<file path="config.mk">
export PLATFORM = sky130hd
export DESIGN_NAME = cascade_ack_unit
export DESIGN_NICKNAME = d
export VERILOG_FILES = /design/src/rtl/cascade_pkg.sv /design/src/rtl/cascade_prio.sv /design/src/rtl/cascade_core.sv /design/src/rtl/cascade_vec_sel.sv /design/src/rtl/cascade_ack_unit.sv
export SDC_FILE = /design/constraint.sdc
export NUM_CORES = 1
export LEC_CHECK = 0
export BUFFER_PORTS_ARGS = -buffer_cell sky130_fd_sc_hd__buf_4
export CAP_MARGIN = 10
export CORE_ASPECT_RATIO = 0.8
export CORE_MARGIN = 4
export CORE_UTILIZATION = 55
export DETAILED_ROUTE_END_ITERATION = 16
export GPL_ROUTABILITY_DRIVEN = 0
export PLACE_DENSITY = 0.81
export SLEW_MARGIN = 20
export SYNTH_ARGS = -nofsm -noshare
export SYNTH_HDL_FRONTEND = slang
export SYNTH_HIERARCHICAL = 1
export SYNTH_SLANG_ARGS = --single-unit
</file>
<file path="constraint.sdc">
create_clock -name clk -period 7.8 [get_ports clk]
set_clock_uncertainty 0.05 [all_clocks]
set_input_delay 1.56 -clock clk [delete_from_list [all_inputs] [get_ports clk]]
set_output_delay 1.56 -clock clk [all_outputs]
set_load 0.01 [all_outputs]
</file>
<file path="src/rtl/cascade_pkg.sv">
package cascade_pkg;
  localparam int unsigned CORE_LINES = 8;
  localparam int unsigned LINE_W     = $clog2(CORE_LINES);
  localparam int unsigned VEC_W      = 8;
  localparam int unsigned BASE_KEEP  = VEC_W - LINE_W;
  localparam int unsigned CASC_LINE  = 2;
  localparam int unsigned SPUR_LINE  = CORE_LINES - 1;
  typedef logic [LINE_W-1:0] line_idx_t;
  typedef logic [VEC_W-1:0]  vec_t;
endpackage

</file>
<file path="src/rtl/cascade_prio.sv">
module cascade_prio #(
  parameter int unsigned N = 8,
  localparam int unsigned W = $clog2(N)
) (
  input  logic [N-1:0] bits,
  output logic         found,
  output logic [W-1:0] idx
);
  always_comb begin
    found = |bits;
    idx   = '0;
    for (int i = N - 1; i >= 0; i--) begin
      if (bits[i]) idx = W'(i);
    end
  end
endmodule

</file>
<file path="src/rtl/cascade_core.sv">
module cascade_core #(
  parameter int unsigned N = 8,
  localparam int unsigned W = $clog2(N)
) (
  input  logic         clk,
  input  logic         rst_n,
  input  logic [N-1:0] edge_in,
  input  logic [N-1:0] pulse_in,
  input  logic [N-1:0] mask,
  input  logic         ack,
  input  logic         eoi,
  output logic         pend,
  output logic [W-1:0] win
);
  logic [N-1:0] last_q, irr_q, isr_q;
  logic [N-1:0] req_set, ack_clr, eoi_clr;
  logic         rq_found, is_found;
  logic [W-1:0] rq_idx, is_idx;

  cascade_prio #(.N(N)) u_req (.bits(irr_q & ~mask), .found(rq_found), .idx(rq_idx));
  cascade_prio #(.N(N)) u_svc (.bits(isr_q), .found(is_found), .idx(is_idx));

  always_comb begin
    req_set = (edge_in & ~last_q) | pulse_in;
    pend    = rq_found && (!is_found || (rq_idx < is_idx));
    win     = rq_idx;
    ack_clr = (ack && pend) ? ({{(N-1){1'b0}}, 1'b1} << rq_idx) : '0;
    eoi_clr = (eoi && is_found) ? ({{(N-1){1'b0}}, 1'b1} << is_idx) : '0;
  end

  always_ff @(posedge clk) begin
    if (!rst_n) begin
      last_q <= '0;
      irr_q  <= '0;
      isr_q  <= '0;
    end else begin
      last_q <= edge_in;
      irr_q  <= (irr_q & ~ack_clr) | req_set;
      isr_q  <= (isr_q & ~eoi_clr) | ack_clr;
    end
  end


  ack_marks_svc_chk: assert property (@(posedge clk) disable iff (!rst_n)
    (ack && pend) |=> isr_q[$past(win)]);


  nested_block_chk: assert property (@(posedge clk) disable iff (!rst_n)
    pend |-> ((isr_q & ((N'(1) << win) | ((N'(1) << win) - N'(1)))) == '0));


  mask_win_chk: assert property (@(posedge clk) disable iff (!rst_n)
    pend |-> !mask[win]);
endmodule

</file>
<file path="src/rtl/cascade_vec_sel.sv">
module cascade_vec_sel
  import cascade_pkg::*;
(
  input  logic      mst_pend,
  input  line_idx_t mst_win,
  input  logic      slv_pend,
  input  line_idx_t slv_win,
  input  vec_t      mst_base,
  input  vec_t      slv_base,
  output logic      to_slave,
  output vec_t      vec_next
);
  always_comb begin
    to_slave = mst_pend && (mst_win == line_idx_t'(CASC_LINE));
    if (!mst_pend)
      vec_next = {mst_base[VEC_W-1:LINE_W], line_idx_t'(SPUR_LINE)};
    else if (!to_slave)
      vec_next = {mst_base[VEC_W-1:LINE_W], mst_win};
    else if (slv_pend)
      vec_next = {slv_base[VEC_W-1:LINE_W], slv_win};
    else
      vec_next = {slv_base[VEC_W-1:LINE_W], line_idx_t'(SPUR_LINE)};
  end
endmodule

</file>
<file path="src/rtl/cascade_ack_unit.sv">
module cascade_ack_unit
  import cascade_pkg::*;
(
  input  logic        clk,
  input  logic        rst_n,
  input  logic [15:0] irq_lines,
  input  logic [15:0] line_mask,
  input  logic [7:0]  mst_base,
  input  logic [7:0]  slv_base,
  input  logic        inta,
  input  logic        eoi_mst,
  input  logic        eoi_slv,
  output logic        cpu_irq,
  output logic        vec_valid,
  output logic [7:0]  vec
);
  localparam int unsigned L = CORE_LINES;

  logic [L-1:0] m_edge, m_pulse;
  logic         m_pend, s_pend, s_ack, to_slave;
  line_idx_t    m_win, s_win;
  vec_t         vec_next, vec_q;
  logic         vld_q;

  for (genvar i = 0; i < L; i++) begin : g_mline
    if (i == CASC_LINE) begin : g_casc
      assign m_edge[i]  = 1'b0;
      assign m_pulse[i] = s_pend && !s_ack;
    end else begin : g_plain
      assign m_edge[i]  = irq_lines[i];
      assign m_pulse[i] = 1'b0;
    end
  end

  cascade_core #(.N(L)) u_mst (
    .clk(clk), .rst_n(rst_n), .edge_in(m_edge), .pulse_in(m_pulse),
    .mask(line_mask[L-1:0]), .ack(inta), .eoi(eoi_mst),
    .pend(m_pend), .win(m_win));

  cascade_core #(.N(L)) u_slv (
    .clk(clk), .rst_n(rst_n), .edge_in(irq_lines[2*L-1:L]), .pulse_in('0),
    .mask(line_mask[2*L-1:L]), .ack(s_ack), .eoi(eoi_slv),
    .pend(s_pend), .win(s_win));

  cascade_vec_sel u_sel (
    .mst_pend(m_pend), .mst_win(m_win), .slv_pend(s_pend), .slv_win(s_win),
    .mst_base(mst_base), .slv_base(slv_base), .to_slave(to_slave),
    .vec_next(vec_next));

  assign s_ack = inta && to_slave;

  always_ff @(posedge clk) begin
    if (!rst_n) begin
      vec_q <= '0;
      vld_q <= 1'b0;
    end else if (inta) begin
      vec_q <= vec_next;
      vld_q <= 1'b1;
    end
  end

  assign cpu_irq   = m_pend;
  assign vec       = vec_q;
  assign vec_valid = vld_q;


  vec_hold_chk: assert property (@(posedge clk) disable iff (!rst_n)
    !inta |=> ($stable(vec) && $stable(vec_valid)));


  vld_after_ack_chk: assert property (@(posedge clk) disable iff (!rst_n)
    inta |=> vec_valid);


  spur_mst_chk: assert property (@(posedge clk) disable iff (!rst_n)
    (inta && !cpu_irq) |=> (vec == {$past(mst_base[7:3]), 3'd7}));


  base_low_chk: assert property (@(posedge clk) disable iff (!rst_n)
    (inta && cpu_irq && !to_slave) |=> (vec[7:3] == $past(mst_base[7:3])));
endmodule

</file>
==> flow_summary.toml, run 1 <==
[run_status]
status = "complete, no violations"

[route]
vias_per_cell = 5.636
wl_met3_um = 681
wl_met2_mm = 3.229
vias = 2790
drt_iter0_markers = 219
routed_wl_mm = 7.496
top_layer_used = "met4"
met1Wirelength_mm = 3.440
drc = 0
drt_first_pass_iters = 4
routedWlPerCell_um = 15.14
detail-route-antenna-nets = 0

[cts]
htree_levels = 3
numCtsBuffers = 9
clock-root-buffer = "clkbuf_8"
cts_resized = 0
cts_tree = "built"
clock-sinks = 57
hold_buffers = 0
cts_buffer_depth = 2
cts_setup_buffers = 0
clk_pin_slew_worst_paths_ns = 0.05
clk-insertion-delay-late_ns = 0.34

[logic_synthesis]
synth_ff_type = "dfxtp_1"
yosysWarnings = 6
synthCells = 356
synth-edff-count = 0
ys_seq_area_frac = 0.3741
yosysTopAreaCellShare = 0.3741
yosysTopAreaCell = "dfxtp_1"
netlist_area_um2 = 3050
synth_cell_types = 43
syn_area_per_cell_um2 = 8.569
async_flop_share = 0
yosys-top-cells-area = "dfxtp_1 37%, nor2b_1 8.0%, a21oi_1 4.6%"
ys_ff_latch = 57

[floorplan]
rows = 23
dieHeight_um = 74.61
die-width_um = 91.27
initial_core_util = 0.5889
dieArea_um2 = 6809
core-area_um2 = 5180
io-pin-count = 63

[setup_path]
crit_chain = "buf_4, nor2b_1, o21ai_0, a21boi_0, ha_1, a21o_1, a21o_1, a21boi_0, buf_4"
reg2reg_from = "u_mst/irr_q[6]$_SDFF_PN0_"
slowest_delay_ns = 0.58
crit_end = "cpu_irq"
path_max_fanout = 7
r2r-end = "u_slv/irr_q[1]$_SDFF_PN0_"
worstRegToRegCells = 13
cp-startpoint = "line_mask[6]"
critPathLaunchType = "input port"
critPathKind = "in2out"
cp_slowest_cell = "a21boi_0"
critPathRequiredTime_ns = 6.19
ff2ff_setup_slack_ns = 3.74
crit_arrival_ns = 3.97
endpoint_kind = "output pin"

[cells_and_area]
fillers = 444
drive_gt1_frac = 0.2240
syn_to_final_growth_pct = 21.33
postLayoutCellArea_um2 = 3701
final_nets = 487
diodes = 0

[placement]
io_buffers = 55
dp_hpwl_mm = 5.516
place_ws_ns = 2.254
dpl_cell_area_um2 = 3538

[pwr]
switching_share = 0.3014
switching_power_mw = 0.2369
ir_drop_uv = 138.1
internal-power_mw = 0.5491
p_seq_frac = 0.414
clkPwrFrac = 0.299
p_leak_nw = 1.558
combPwrFrac = 0.287
pwr_density_cell_nw_per_um2 = 212.4

[sta]
grt_setup_unrepaired = "no"
tightest_slew_ns = 0.8789
timing.final.max_slew_violations = 0
min_period_ns = 5.578
setup_viol = 0
finalSetupTns_ns = 0
whs_ns = 0.4326
period_share = 0.7151
max_freq_mhz = 179.3
slew_headroom = 0.4064
fin_ws_ns = 2.222
hold_viol = 0

[global_routing]
grt_pass1_vias = 2652
grt-ovfl-total = 0
antenna_found_initial = 0
grt_max_degree = 44
grt_pass1_wl_mm = 12.48
track_usage = 0.2352

[flow_run]
maxCapViolCount = 0

[hold_path]
min_path_type = "reg2reg"
## cell usage after synthesis, types with 3 or more instances
cell	count
and3b_1	6
o22ai_1	8
ha_1	4
mux2i_1	8
a311oi_1	6
mux2_4	5
o21ai_0	21
dfxtp_1	57
a21oi_1	28
a21boi_0	6
a31o_2	8
buf_6	4
a21o_1	3
o41ai_1	4
nor2b_1	39
nand2_1	24
nand3_1	12
nor2_1	22
nor4_2	4
inv_1	31
and2_1	16
o21bai_1	4
## worst min path at each step
| stage | startpoint | endpoint | cells past startpoint | slack, ns |
|---|---|---|---|---|
| floorplan | u_mst/irr_q[1]$_SDFF_PN0_ | u_mst/irr_q[1]$_SDFF_PN0_ | 1 | 0.40 |
| global placement | vec_valid$_SDFFE_PN0P_ | vec_valid$_SDFFE_PN0P_ | 1 | 0.40 |
| detailed placement | u_slv/irr_q[3]$_SDFF_PN0_ | u_slv/irr_q[3]$_SDFF_PN0_ | 1 | 0.42 |
| CTS | u_slv/irr_q[3]$_SDFF_PN0_ | u_slv/irr_q[3]$_SDFF_PN0_ | 1 | 0.43 |
| global route | u_slv/irr_q[3]$_SDFF_PN0_ | u_slv/irr_q[3]$_SDFF_PN0_ | 1 | 0.44 |
| finish | u_mst/irr_q[5]$_SDFF_PN0_ | u_mst/irr_q[5]$_SDFF_PN0_ | 1 | 0.43 |
## stage by stage
| stage | instances | utilization | power (mW) |
|---|---|---|---|
| 4_1_cts | 495 | 0.7145 | 0.7920 |
| 6_report | 495 | 0.7145 | 0.7860 |
| 3_5_place_dp | 481 | 0.6831 | 0.5512 |
| 3_3_place_gp | 481 | 0.6831 | 0.5423 |
| 2_1_floorplan | 372 | - | 0.4904 |
| 5_1_grt | 495 | 0.7145 | 0.8327 |
## per-layer routing
metal / vias to the layer above / track usage
li1: 1378 / -
met1: 1274 / 0.3157
met2: 123 / 0.3556
met3: 15 / 0.06993
met4: 0 / 0.1054
met5: - / 0
## state kept, by name, indices dropped and copies added, names as in the netlist
| name | cells |
|---|---|
| u_mst/last_q | 8 |
| u_mst/isr_q | 8 |
| u_slv/last_q | 8 |
| vec | 8 |
| u_mst/irr_q | 8 |
| u_slv/irr_q | 8 |
| u_slv/isr_q | 8 |
| vec_valid | 1 |
## area by class of cell
cell class / instances / area, um2 / share of cell area
Multi-Input combinational cell: 274 / 1775 / 0.4797
Sequential cell: 57 / 1141 / 0.3083
Timing Repair Buffer: 57 / 427.9 / 0.1156
Clock buffer: 14 / 162.7 / 0.04395
Inverter: 31 / 116.4 / 0.03144
Tap cell: 62 / 77.57 / 0.02096
## critical path: cells and delay by family
family          cells  cell delay (ns)
compound gates      5             1.44
fa+ha+maj           1             0.38
simple gates        1             0.26
buf+inv             2             0.32
## power by group through the flow
| stage | clock network, mW | logic [mW] | registers, mW |
|---|---|---|---|
| after floorplan | 0 | 0.159 | 0.331 |
| after global placement | 0 | 0.212 | 0.330 |
| after detailed placement | 0 | 0.220 | 0.331 |
| after CTS | 0.245 | 0.222 | 0.325 |
| after global routing | 0.256 | 0.249 | 0.328 |
| final | 0.235 | 0.226 | 0.326 |
## kinds of logic after synthesis
family | after synthesis | synth area share
and+or+nand+nor | 140 | 0.2695
AOI/OAI and AO/OA | 100 | 0.2244
DFF | 57 | 0.3741
buffers and inverters | 41 | 0.06357
muxes | 13 | 0.05086
adders and majority gates | 4 | 0.01641
other | 1 | 0.001229
## layout by cell type, fill, tap and decap left out, drive strengths merged
cell type and instances:
o41ai 4, nand3 12, nor4 4, o22ai 8, and4 2, dfxtp 57, and3 2, and2 17
o211ai 2, a21o 4, o21bai 4, o31ai 2, a21boi 6, and2b 2, clkbuf 14, conb 17
nand2 24, nand3b 2, o311ai 2, and3b 8, nor2b 39, a21oi 28, a311oi 8, buf 57
nand2b 2, nor4b 1, nor3b 2, ha 4, inv 31, o21a 3, a31o 8, nor2 22
o21ai 21, mux2i 8, nor4bb 1, mux2 5
Note: power is estimated with default switching activity, not from simulation.
==> inputs of run 2 (changes only) <==
==> constraint.sdc (replaced) <==
create_clock -name clk -period 5.27 [get_ports clk]
set_clock_uncertainty 0.05 [all_clocks]
set_input_delay 1.054 -clock clk [delete_from_list [all_inputs] [get_ports clk]]
set_output_delay 1.054 -clock clk [all_outputs]
set_load 0.01 [all_outputs]
==> run 2 against run 1 <==
  * Clock-buffer cell count did not move
  * Non-clock buffer count grew 1
  * Global-route usage decreased by 1.7 points
  * Worst setup slack lost 1.3 ns
  * Highest routed layer unchanged
==> flow_summary.toml, run 2 (synthesized netlist as in run 1, its figures left out) <==
[global_routing]
track_usage = 0.2185
use_met1 = 0.2891
grt_pass1_vias = 2575
grt_pass1_wl_mm = 11.75
grt-ovfl-total = 0
globalRoute.busiestLayer = "met2"
antenna_found_initial = 0
use_met3 = 0.07892
grt.met2_usage = 0.3401
grt_max_degree = 44

[cts]
clk-insertion-delay-late_ns = 0.34
clock-root-buffer = "clkbuf_8"
cts_setup_buffers = 0
hold_buffers = 0
clock-sinks = 57
numCtsBuffers = 9
htree_levels = 3
cts_resized = 0
clk_pin_slew_worst_paths_ns = 0.06
cts_buffer_depth = 2
cts_tree = "built"

[sta]
hold_viol = 0
timing.final.max_slew_violations = 0
min_period_ns = 4.362
finalSetupTns_ns = 0
tightest_slew_ns = 0.8607
slew_headroom = 0.4187
grt_setup_unrepaired = "no"
setup_viol = 0
period_share = 0.8278
max_freq_mhz = 229.2

[pwr]
pwr_density_cell_nw_per_um2 = 320.9
combPwrFrac = 0.275
switching_share = 0.2976
internal-power_mw = 0.8427
ir_drop_uv = 249.1
p_leak_nw = 1.583
p_seq_frac = 0.401
clkPwrFrac = 0.324
switching_power_mw = 0.3571

[cells_and_area]
final_cell_mix = "58 x buf_4, 57 x dfxtp_1, 39 x nor2b_1, 31 x inv_1, 28 x a21oi_1"
final_nets = 488
final_common_cell = "buf_4"
diodes = 0
fillers = 407
postLayoutCellArea_um2 = 3739
drive_gt1_frac = 0.2339
syn_to_final_growth_pct = 22.56

[floorplan]
rows = 23
dieArea_um2 = 6809
io-pin-count = 63
core-area_um2 = 5180
die-width_um = 91.27
initial_core_util = 0.5889
dieHeight_um = 74.61

[route]
routedWlPerCell_um = 14.14
drc = 0
detail-route-antenna-nets = 0
drt_first_pass_iters = 5
vias_per_cell = 5.556
drt_iter0_markers = 180
routed_wl_mm = 7.041
vias = 2767

[setup_path]
critPathRequiredTime_ns = 5.45
path_max_fanout = 7
crit_arrival_ns = 4.54
reg2reg_from = "u_mst/irr_q[5]$_SDFF_PN0_"
critPathLaunchType = "input port"
endpoint_kind = "flop"
ff2ff_setup_slack_ns = 1.39
critPathKind = "in2reg"
cp-startpoint = "line_mask[5]"

[run_status]
status = "complete, no violations"

[flow_run]
maxCapViolCount = 0

[hold_path]
min-delay-start = "u_slv/irr_q[1]$_SDFF_PN0_"
min_path_type = "reg2reg"

[placement]
io_buffers = 55
dp_hpwl_mm = 5.268
dpl_cell_area_um2 = 3546
run 2: cell count changes in the layout (fill, tap and decap cells not counted), sizes merged:
cell | before | now
buf | 57 | 58
clkinv | 0 | 2
run 2: power groups by stage:
stage | sequential (mW) | combinational (mW) | clock, mW
3_5_place_dp | 0.490 | 0.325 | 0
6_report | 0.481 | 0.330 | 0.389
3_3_place_gp | 0.489 | 0.315 | 0
4_1_cts | 0.481 | 0.327 | 0.398
5_1_grt | 0.484 | 0.365 | 0.417
2_1_floorplan | 0.490 | 0.236 | 0
run 2: final cells by class:
type                    instances  area [um2]  area share
multi-input cells             274        1775      0.4749
clock inverters                 2       10.01    0.002677
inverters                      31       116.4     0.03112
clock buffers                  14       182.7     0.04886
repair buffers                 58       435.4      0.1165
well taps                      62       77.57     0.02075
flip-flops and latches         57        1141      0.3052
run 2: worst paths after layout:
check                         endpoint  cells past startpoint
max          u_slv/irr_q[1]$_SDFF_PN0_                     16
min          u_slv/irr_q[1]$_SDFF_PN0_                      1
max reg2reg  u_slv/irr_q[1]$_SDFF_PN0_                     15
min reg2reg  u_slv/irr_q[1]$_SDFF_PN0_                      1
run 2: stage by stage:
stage / hold WS, ns / std cells / worst slack [ns] / power, mW / util
after floorplan: 0.4019 / 372 / 1.036 / 0.7259 / -
after global placement: 0.4012 / 482 / 0.8369 / 0.8041 / 0.6845
after detailed placement: 0.4154 / 482 / 0.6654 / 0.8145 / 0.6845
after CTS: 0.4301 / 498 / 1.013 / 1.205 / 0.7217
after global routing: 0.4512 / 498 / 0.5888 / 1.266 / 0.7217
final: 0.4285 / 498 / 0.9075 / 1.200 / 0.7217
run 2: worst max-delay path, stage by stage:
cell	delay, ns
buf_4	0.11
nor2b_1	0.31
nor2_1	0.06
o21ai_0	0.09
a21boi_0	0.11
buf_4	0.17
ha_1	0.32
a21o_1	0.17
a21o_1	0.17
a21boi_0	0.44
nor4bb_1	0.30
buf_4	0.23
and2_4	0.17
nor3b_1	0.42
nand2_1	0.15
a31o_2	0.26
run 2: layer usage:
metal / vias to the layer above / wire [um]
met1: 1273 / 3353
met4: 0 / 61
li1: 1383 / -
met3: 6 / 580
met5: - / 0
met2: 105 / 3045
==> inputs of run 3 (changes only) <==
==> constraint.sdc (replaced) <==
create_clock -name clk -period 4.3 [get_ports clk]
set_clock_uncertainty 0.05 [all_clocks]
set_input_delay 0.86 -clock clk [delete_from_list [all_inputs] [get_ports clk]]
set_output_delay 0.86 -clock clk [all_outputs]
set_load 0.01 [all_outputs]
==> run 3 against run 2 <==
  * Cell area did not move
  * Non-clock buffer count grew 5
  * Via count up 1.3%
  * Register-to-register slack got worse by 0.46 ns
  * First-iteration DRC count grew 16%
  * Global-route usage increased by 0.74 points
  * Routed wire length increased by 2.4%
  * Clock power is 4% higher
  * Sequential share of layout area unchanged
  * Critical path depth decreased by 6
  * Die area is the same
  * Largest cell class unchanged
  * Highest routed layer unchanged
==> flow_summary.toml, run 3 (synthesized netlist as in run 1, its figures left out) <==
[run_status]
status = "complete, no violations"

[global_routing]
track_usage = 0.2259
grt_pass1_wl_mm = 12.08
antenna_found_initial = 0
grt-ovfl-total = 0
grt_max_degree = 44
grt_pass1_vias = 2595

[cells_and_area]
final_common_cell = "buf_4"
final_nets = 493
diodes = 0
final_cell_mix = "63 x buf_4, 57 x dfxtp_1, 39 x nor2b_1, 31 x inv_1, 28 x a21oi_1"
drive_gt1_frac = 0.2381
stdcell_count = 503
syn_to_final_growth_pct = 22.56

[sta]
timing.final.max_slew_violations = 0
fin_ws_ns = 0.5657
hold_viol = 0
slew_headroom = 0.5022
finalSetupTns_ns = 0
max_freq_mhz = 267.8
period_share = 0.8684
setup_viol = 0
min_period_ns = 3.734
grt_setup_unrepaired = "no"
tightest_slew_ns = 0.7370

[cts]
numCtsBuffers = 9
cts_resized = 0
clock-root-buffer = "clkbuf_8"
clk_pin_slew_worst_paths_ns = 0.06
clock-sinks = 57
htree_levels = 3
cts_buffer_depth = 2
hold_buffers = 0
cts_setup_buffers = 0
cts_tree = "built"
clk-insertion-delay-late_ns = 0.34

[placement]
dp_hpwl_mm = 5.308
io_buffers = 55
place_ws_ns = 0.3491
dp_cells = 487

[hold_path]
min_path_type = "reg2reg"

[setup_path]
crit_arrival_ns = 2.82
crit_chain = "buf_4, nor2b_1, o21ai_0, a21boi_0, ha_1, a21o_1, a21o_1, a21boi_0, buf_4, buf_4"
slowest_delay_ns = 0.32
critPathRequiredTime_ns = 3.39
endpoint_kind = "output pin"
cp_slowest_cell = "ha_1"
critPathLaunchType = "input port"
critPathTopFamily = "compound AO/OA/AOI/OAI gates"
path_max_fanout = 4
crit_top_cell = "buf_4"
critPathKind = "in2out"
cp.buffers_inverters = 3

[floorplan]
io-pin-count = 63
die-width_um = 91.27
core-area_um2 = 5180
initial_core_util = 0.5889
dieArea_um2 = 6809
rows = 23
dieHeight_um = 74.61

[route]
drt_iter0_markers = 209
detail-route-antenna-nets = 0
top_layer_used = "met4"
drc = 0
met1Wirelength_mm = 3.426
vias_per_cell = 5.573
routed_wl_mm = 7.211
wl_met2_mm = 3.043
drt_first_pass_iters = 5
wl_met3_um = 619
routedWlPerCell_um = 14.34
vias = 2803

[flow_run]
maxCapViolCount = 0

[pwr]
p_leak_nw = 1.589
ir_drop_uv = 275.9
pwr_density_cell_nw_per_um2 = 379.1
-- run 3: changes by cell type in the layout (fill, tap and decap cells not counted) --
cell	change
clkbuf_8	-4
clkinv_2	+2
clkbuf_1	+2
buf_4	+5
-- run 3: per-stage QoR --
stage                     hold WS, ns  cell area [um2]  utilization  power [mW]
after floorplan                0.4019             3110            -      0.8896
after global placement         0.3998             3583       0.6918      0.9986
after detailed placement       0.4177             3583       0.6918       1.014
after CTS                      0.4308             3739       0.7217       1.427
after global routing           0.4455             3739       0.7217       1.501
final                          0.4276             3739       0.7217       1.417
-- run 3: report_power, final --
part | internal [mW] | total, mW | switching (mW)
logic | 0.206 | 0.424 | 0.219
clock network | 0.205 | 0.403 | 0.199
registers | 0.569 | 0.590 | 0.0205
-- run 3: per-layer routing --
layer,vias to the layer above,track usage
met5,-,0
met4,0,0.07860
met3,13,0.07692
met2,109,0.3426
met1,1289,0.3045
li1,1392,-
-- run 3: area by class of cell --
class | count | area (um2)
Clock inverter | 4 | 20.02
Timing Repair Buffer | 63 | 473.0
Tap cell | 62 | 77.57
Fill cell | 422 | 1441
Inverter | 31 | 116.4
Multi-Input combinational cell | 274 | 1775
Clock buffer | 12 | 135.1
Sequential cell | 57 | 1141
-- run 3: path summary, 6_finish.rpt --
kind	depth (start not counted)	slack, ns	from	to
max	10	0.57	line_mask[6]	cpu_irq
min	1	0.43	vec_valid$_SDFFE_PN0P_	vec_valid$_SDFFE_PN0P_
max reg2reg	13	0.93	u_mst/irr_q[6]$_SDFF_PN0_	u_slv/irr_q[3]$_SDFF_PN0_
min reg2reg	1	0.43	vec_valid$_SDFFE_PN0P_	vec_valid$_SDFFE_PN0P_
